### src/rtl/gos_pkg.sv
package gos_pkg;
  localparam int PAGE_W = 3;

  typedef struct packed {
    logic [PAGE_W-1:0] page;
    logic              board;
    logic              dir_up;
    logic              hold_off;
    logic              hold_gain;
    logic              zoom;
  } ctrl_t;

  localparam int CTRL_W = $bits(ctrl_t);
endpackage

### src/rtl/gos_ctrl_reg.sv
module gos_ctrl_reg
  import gos_pkg::*;
(
  input  logic              clk,
  input  logic              rst,
  input  logic              we_i,
  input  logic [CTRL_W-1:0] wdata_i,
  output ctrl_t             ctrl_o
);
  always_ff @(posedge clk) begin
    if (rst) ctrl_o <= '0;
    else if (we_i) ctrl_o <= ctrl_t'(wdata_i);
  end

  // a write is visible on the next cycle
  p_readback_r2: assert property (@(posedge clk) disable iff (rst)
    we_i |=> (ctrl_o == $past(wdata_i)));

  p_keep_r2: assert property (@(posedge clk) disable iff (rst)
    !we_i |=> $stable(ctrl_o));
endmodule

### src/rtl/gos_step_counter.sv
module gos_step_counter #(
  parameter int WIDTH   = 8,
  parameter int RST_VAL = 128
) (
  input  logic             clk,
  input  logic             rst,
  input  logic             step_i,
  input  logic             hold_i,
  input  logic             up_i,
  output logic [WIDTH-1:0] count_o
);
  localparam logic [WIDTH-1:0] MAXV = '1;
  localparam logic [WIDTH-1:0] MINV = '0;
  localparam logic [WIDTH-1:0] RSTV = WIDTH'(RST_VAL);

  always_ff @(posedge clk) begin
    if (rst) begin
      count_o <= RSTV;
    end else if (step_i && !hold_i) begin
      if (up_i && count_o != MAXV) count_o <= count_o + 1'b1;
      else if (!up_i && count_o != MINV) count_o <= count_o - 1'b1;
    end
  end

  p_inc_r6: assert property (@(posedge clk) disable iff (rst)
    (step_i && !hold_i && up_i && count_o != MAXV) |=> (count_o == $past(count_o) + 1'b1));

  p_dec_r6: assert property (@(posedge clk) disable iff (rst)
    (step_i && !hold_i && !up_i && count_o != MINV) |=> (count_o == $past(count_o) - 1'b1));

  // a held counter does not move
  p_hold_r4: assert property (@(posedge clk) disable iff (rst)
    (hold_i || !step_i) |=> $stable(count_o));

  p_sat_hi_r7: assert property (@(posedge clk) disable iff (rst)
    (count_o == MAXV && up_i) |=> (count_o == MAXV));

  p_sat_lo_r7: assert property (@(posedge clk) disable iff (rst)
    (count_o == MINV && !up_i) |=> (count_o == MINV));
endmodule

### src/rtl/gain_offset_stepper.sv
module gain_offset_stepper
  import gos_pkg::*;
#(
  parameter int CNT_W   = 8,
  parameter int MID_VAL = 128
) (
  input  logic              clk,
  input  logic              rst,
  input  logic              ctrl_we,
  input  logic [CTRL_W-1:0] ctrl_wdata,
  output logic [CTRL_W-1:0] ctrl_rdata,
  input  logic              step_we,
  input  logic [7:0]        step_wdata,
  output logic [CNT_W-1:0]  gain_o,
  output logic [CNT_W-1:0]  offset_o,
  output logic              zoom_o,
  output logic              board_sel_o,
  output logic [PAGE_W-1:0] page_o
);
  localparam int N_CNT = 2;

  ctrl_t            ctrl;
  logic [N_CNT-1:0] hold;
  logic [CNT_W-1:0] cnt [N_CNT];
  logic [7:0]       unused_step_data;

  assign unused_step_data = step_wdata;

  gos_ctrl_reg i_ctrl (
    .clk     (clk),
    .rst     (rst),
    .we_i    (ctrl_we),
    .wdata_i (ctrl_wdata),
    .ctrl_o  (ctrl)
  );

  assign hold = {ctrl.hold_off, ctrl.hold_gain};

  for (genvar i = 0; i < N_CNT; i++) begin : g_cnt
    gos_step_counter #(.WIDTH(CNT_W), .RST_VAL(MID_VAL)) i_cnt (
      .clk     (clk),
      .rst     (rst),
      .step_i  (step_we),
      .hold_i  (hold[i]),
      .up_i    (ctrl.dir_up),
      .count_o (cnt[i])
    );
  end

  assign gain_o      = cnt[0];
  assign offset_o    = cnt[1];
  assign ctrl_rdata  = ctrl;
  assign zoom_o      = ctrl.zoom;
  assign board_sel_o = ctrl.board;
  assign page_o      = ctrl.page;

  // a step uses the control value held before a same-cycle write
  p_old_dir_r9: assert property (@(posedge clk) disable iff (rst)
    (step_we && ctrl_we && !ctrl.hold_gain && ctrl.dir_up && gain_o != '1)
      |=> (gain_o > $past(gain_o)));
endmodule

### config.mk
export PLATFORM = sky130hd
export DESIGN_NAME = gain_offset_stepper
export DESIGN_NICKNAME = d
export VERILOG_FILES = /design/src/rtl/gos_pkg.sv /design/src/rtl/gos_ctrl_reg.sv /design/src/rtl/gos_step_counter.sv /design/src/rtl/gain_offset_stepper.sv
export SDC_FILE = /design/constraint.sdc
export NUM_CORES = 1
export LEC_CHECK = 0
export ABC_AREA = 1
export BUFFER_PORTS_ARGS = -buffer_cell sky130_fd_sc_hd__buf_4
export CAP_MARGIN = 40
export CORE_MARGIN = 2
export CORE_UTILIZATION = 27
export CTS_CLUSTER_SIZE = 12
export DETAILED_ROUTE_END_ITERATION = 10
export PLACE_DENSITY_LB_ADDON = 0.1
export SETUP_SLACK_MARGIN = 0.5
export SKIP_CTS_REPAIR_TIMING = 1
export SKIP_LAST_GASP = 1
export SLEW_MARGIN = 20
export SYNTH_ARGS = -nofsm -noshare
export SYNTH_HDL_FRONTEND = slang
export SYNTH_SLANG_ARGS = --single-unit
### constraint.sdc
create_clock -name clk -period 2.95 [get_ports clk]
set_input_delay 0.4425 -clock clk [delete_from_list [all_inputs] [get_ports clk]]
set_output_delay 0.4425 -clock clk [all_outputs]
set_load 0.05 [all_outputs]
==> run_results.csv <==
group,metric,value,unit
finish,antennaDiodeCount,0,
worst_setup_path,startpoint,"g_cnt[1].i_cnt.count_o[1]",
finish,area_delta_synth_final,21.34,%
hold_path,hp-class,"input pin to flip-flop",
synth,synth_area_leader_cell,"dfxtp_1",
synth,synthTopCellsByCount,"nand2_1 (76), nor2_1 (40), inv_1 (36)",
sta,hold_viol,0,
worst_setup_path,crit_path_top_delay_cell,"dfxtp_1",
placed_design,place.gp.congestion,0.7419,
power,p_switching,0.5867,mW
cts,cts_root_buffer,"clkbuf_8",
die,io_pins,49,
sta,worst_hold_slack,386.7,ps
drt,routed_wl,4434,um
die,fp.dieH,87.10,um
power,clkPwrFrac,21.9,%
synth,synth.yosys.seq_area_share,25.77,%
synth,synth_area_per_cell,6.473,um^2
global_routing,grt_antenna_before_repair,0,
cts,cts_buffer_depth,2,
sta,tightestPinTransition,389.2,ps
sta,slew_violations,0,
sta,grt_setup_unrepaired,"false",
synth,syn_area,0.001864,mm^2
synth,yosys-top-cells-area,"dfxtp_1 (26%), nand2_1 (15%), ha_1 (8.1%)",
worst_setup_path,cp_cell_sequence,"nand2_1 > nor2_1 > nand2_1 > nand2_2 > ha_1 > or2_1 > nand2_1 > xor2_1 > nand3_1 > nand2_1 > nor2_1",
synth,ys_warn_count,0,
power,p_comb_share,47.8,%
placed_design,port_buffers,40,
die,core,0.006719,mm^2
drt,ant_nets,0,
drt,drc,0,
die,num_rows,30,
worst_setup_path,path_class,"flip-flop to flip-flop",
cts,cts_buffers,3,
die,dieWidth,87.10,um
sta,setup_ws,799.7,ps
global_routing,grt_overflow,0,
worst_setup_path,crit_fanout,9,
power,intPower,0.7726,mW
synth,synth_edf_count,0,
global_routing,grt_pass1_wl,7679,um
global_routing,grt_pass1_vias,1665,
drt,via_per_inst,4.374,
power,power.static_leakage,1.192,nW
worst_setup_path,cp.arrival,2330,ps
drt,vias,1754,
synth,syn_nets,322,
worst_setup_path,end_kind,"flip-flop",
worst_setup_path,cpMostUsedCell,"nand2_1",
finish,drive_above_1_share,23.36,%
cts,path_clk_slew,100,ps
finish,nets,356,
placed_design,dp_worst_setup_slack,685.8,ps
outcome,status,"complete, no violations",
flow_run,max-cap-violations,0,
sta,layout_min_cycle_time,2150,ps
worst_setup_path,rr_endpoint,"g_cnt[1].i_cnt.count_o[3]",
drt,wl_per_cell,11.06,um
power,sw_frac_of_total,43.16,%
worst_setup_path,regToRegStartpoint,"g_cnt[1].i_cnt.count_o[1]",
drt,first_pass_iters,4,
cts,clkLatencyLatePin,270,ps
cts,cts.htree.levels,1,
synth,synth_top_area_share,25.77,%
worst_setup_path,worstRegToRegCells,11,
die,dieArea,0.007586,mm^2
synth,synth_flop_cell,"dfxtp_1",
global_routing,grt_start_max_net_pins,19,
power,power.density,600.9,mW/mm^2
worst_setup_path,crit_path_start_kind,"flip-flop",
synth,yosysUniqueCellTypes,22,
power,seqPwrFrac,30.3,%
worst_setup_path,cp.buffers_inverters,0,
worst_setup_path,crit_required,3130,ps
synth,netlist_instances,288,
sta,min_period_over_period,72.89,%
sta,setup_viol,0,
global_routing,grtUsageTotal,12.45,%
cts,cts_sinks,24,
worst_setup_path,endpoint,"g_cnt[1].i_cnt.count_o[3]",
sta,slew-limit-headroom,74.02,%
sta,tns,0,ps
synth,ys_seq_elements,24,
worst_setup_path,cp.depth,11,
cts,cts_tree,"yes",
placed_design,detailed_place_hpwl,3481,um
power,ir_drop,183.4,uV
die,initial_core_util,27.75,%
sta,finalClockSkew,5.403,ps
worst_setup_path,slowest_delay,430,ps
drt,dr.first_iter.drc_count,61,
worst_setup_path,path_delay_family,"simple AND/OR/NAND/NOR gates",
worst_setup_path,r2r_slack,800,ps
synth,async_flop_share,0,%
synth,post-synth-top-count-cell,"nand2_1",
sta,fmax,0.4651,GHz
==> kinds of logic (layout without fill, tap and decap cells) <==
group / after synthesis / in the layout / synth area share, %
xor gates and xnor gates: 8 / 8 / 3.759
and+or+nand+nor: 169 / 169 / 41.07
buffers and inverters: 55 / 88 / 14.36
AOI/OAI and AO/OA: 18 / 18 / 4.832
DFF: 24 / 24 / 25.77
adders and majority gates: 14 / 14 / 10.20
==> sequential cells by signal (all words and copies together) (netlist names) <==
name / flops
g_cnt.i_cnt.count_o: 16
i_ctrl.ctrl_o: 8
==> through the flow <==
stage | std cells | utilization, % | area (um^2) | power (mW)
2_1_floorplan | 288 | - | 1864 | 0.9284
3_3_place_gp | 396 | 32.12 | 2158 | 1.070
3_5_place_dp | 397 | 32.53 | 2186 | 1.074
4_1_cts | 401 | 33.59 | 2257 | 1.379
5_1_grt | 401 | 33.67 | 2262 | 1.474
6_report | 401 | 33.67 | 2262 | 1.359
==> how the worst min path moves through the flow <==
| stage | start | to | slack, ps | cells past startpoint |
|---|---|---|---|---|
| 6_report | ctrl_wdata[6] | i_ctrl.ctrl_o[6] | 390 | 3 |
| 3_5_place_dp | i_ctrl.ctrl_o[6] | i_ctrl.ctrl_o[6] | 520 | 2 |
| 4_1_cts | ctrl_wdata[6] | i_ctrl.ctrl_o[6] | 380 | 3 |
| 3_3_place_gp | i_ctrl.ctrl_o[0] | i_ctrl.ctrl_o[0] | 520 | 2 |
| 2_1_floorplan | i_ctrl.ctrl_o[2] | i_ctrl.ctrl_o[2] | 490 | 2 |
| 5_1_grt | ctrl_wdata[6] | i_ctrl.ctrl_o[6] | 380 | 3 |
==> per-layer routing <==
layer | wire length (um) | global-route usage, % | vias to the layer above | part of all wire (%)
li1 | - | - | 949 | -
met1 | 2271 | 17.42 | 769 | 51
met2 | 1883 | 19.43 | 34 | 42
met3 | 264 | 3.602 | 2 | 6.0
met4 | 14 | 1.818 | 0 | 0.32
met5 | 0 | 0 | - | 0
==> cell usage in the layout (no fill, tap or decap), types with 11 or more instances in the layout <==
master	n
inv_1	36
nand2_1	74
nand4_1	11
nand3_1	16
ha_1	12
dfxtp_1	24
nor2_1	40
o21ai_0	11
nand2_2	11
buf_4	40
==> power by group through the flow <==
stage | logic (mW) | registers [mW] | clock network [mW]
2_1_floorplan | 0.402 | 0.526 | 0
3_3_place_gp | 0.649 | 0.420 | 0
3_5_place_dp | 0.654 | 0.420 | 0
4_1_cts | 0.657 | 0.412 | 0.310
5_1_grt | 0.732 | 0.421 | 0.321
6_report | 0.650 | 0.411 | 0.298
==> tightest hold or removal path: cells and delay by family <==
family / cells / cell delay, ps
buf+inv: 1 / 70
simple gates: 2 / 110
==> cell type report <==
cell class	count	area [um^2]
timing repair buffer	41	327.8
clock buffer	3	41.29
inverter	43	161.4
tap	80	100.1
sequential	24	480.5
multi-input combinational	209	1121
clock inverter	1	30.03
fill	751	4457
Note: power is estimated with default switching activity, not from simulation.
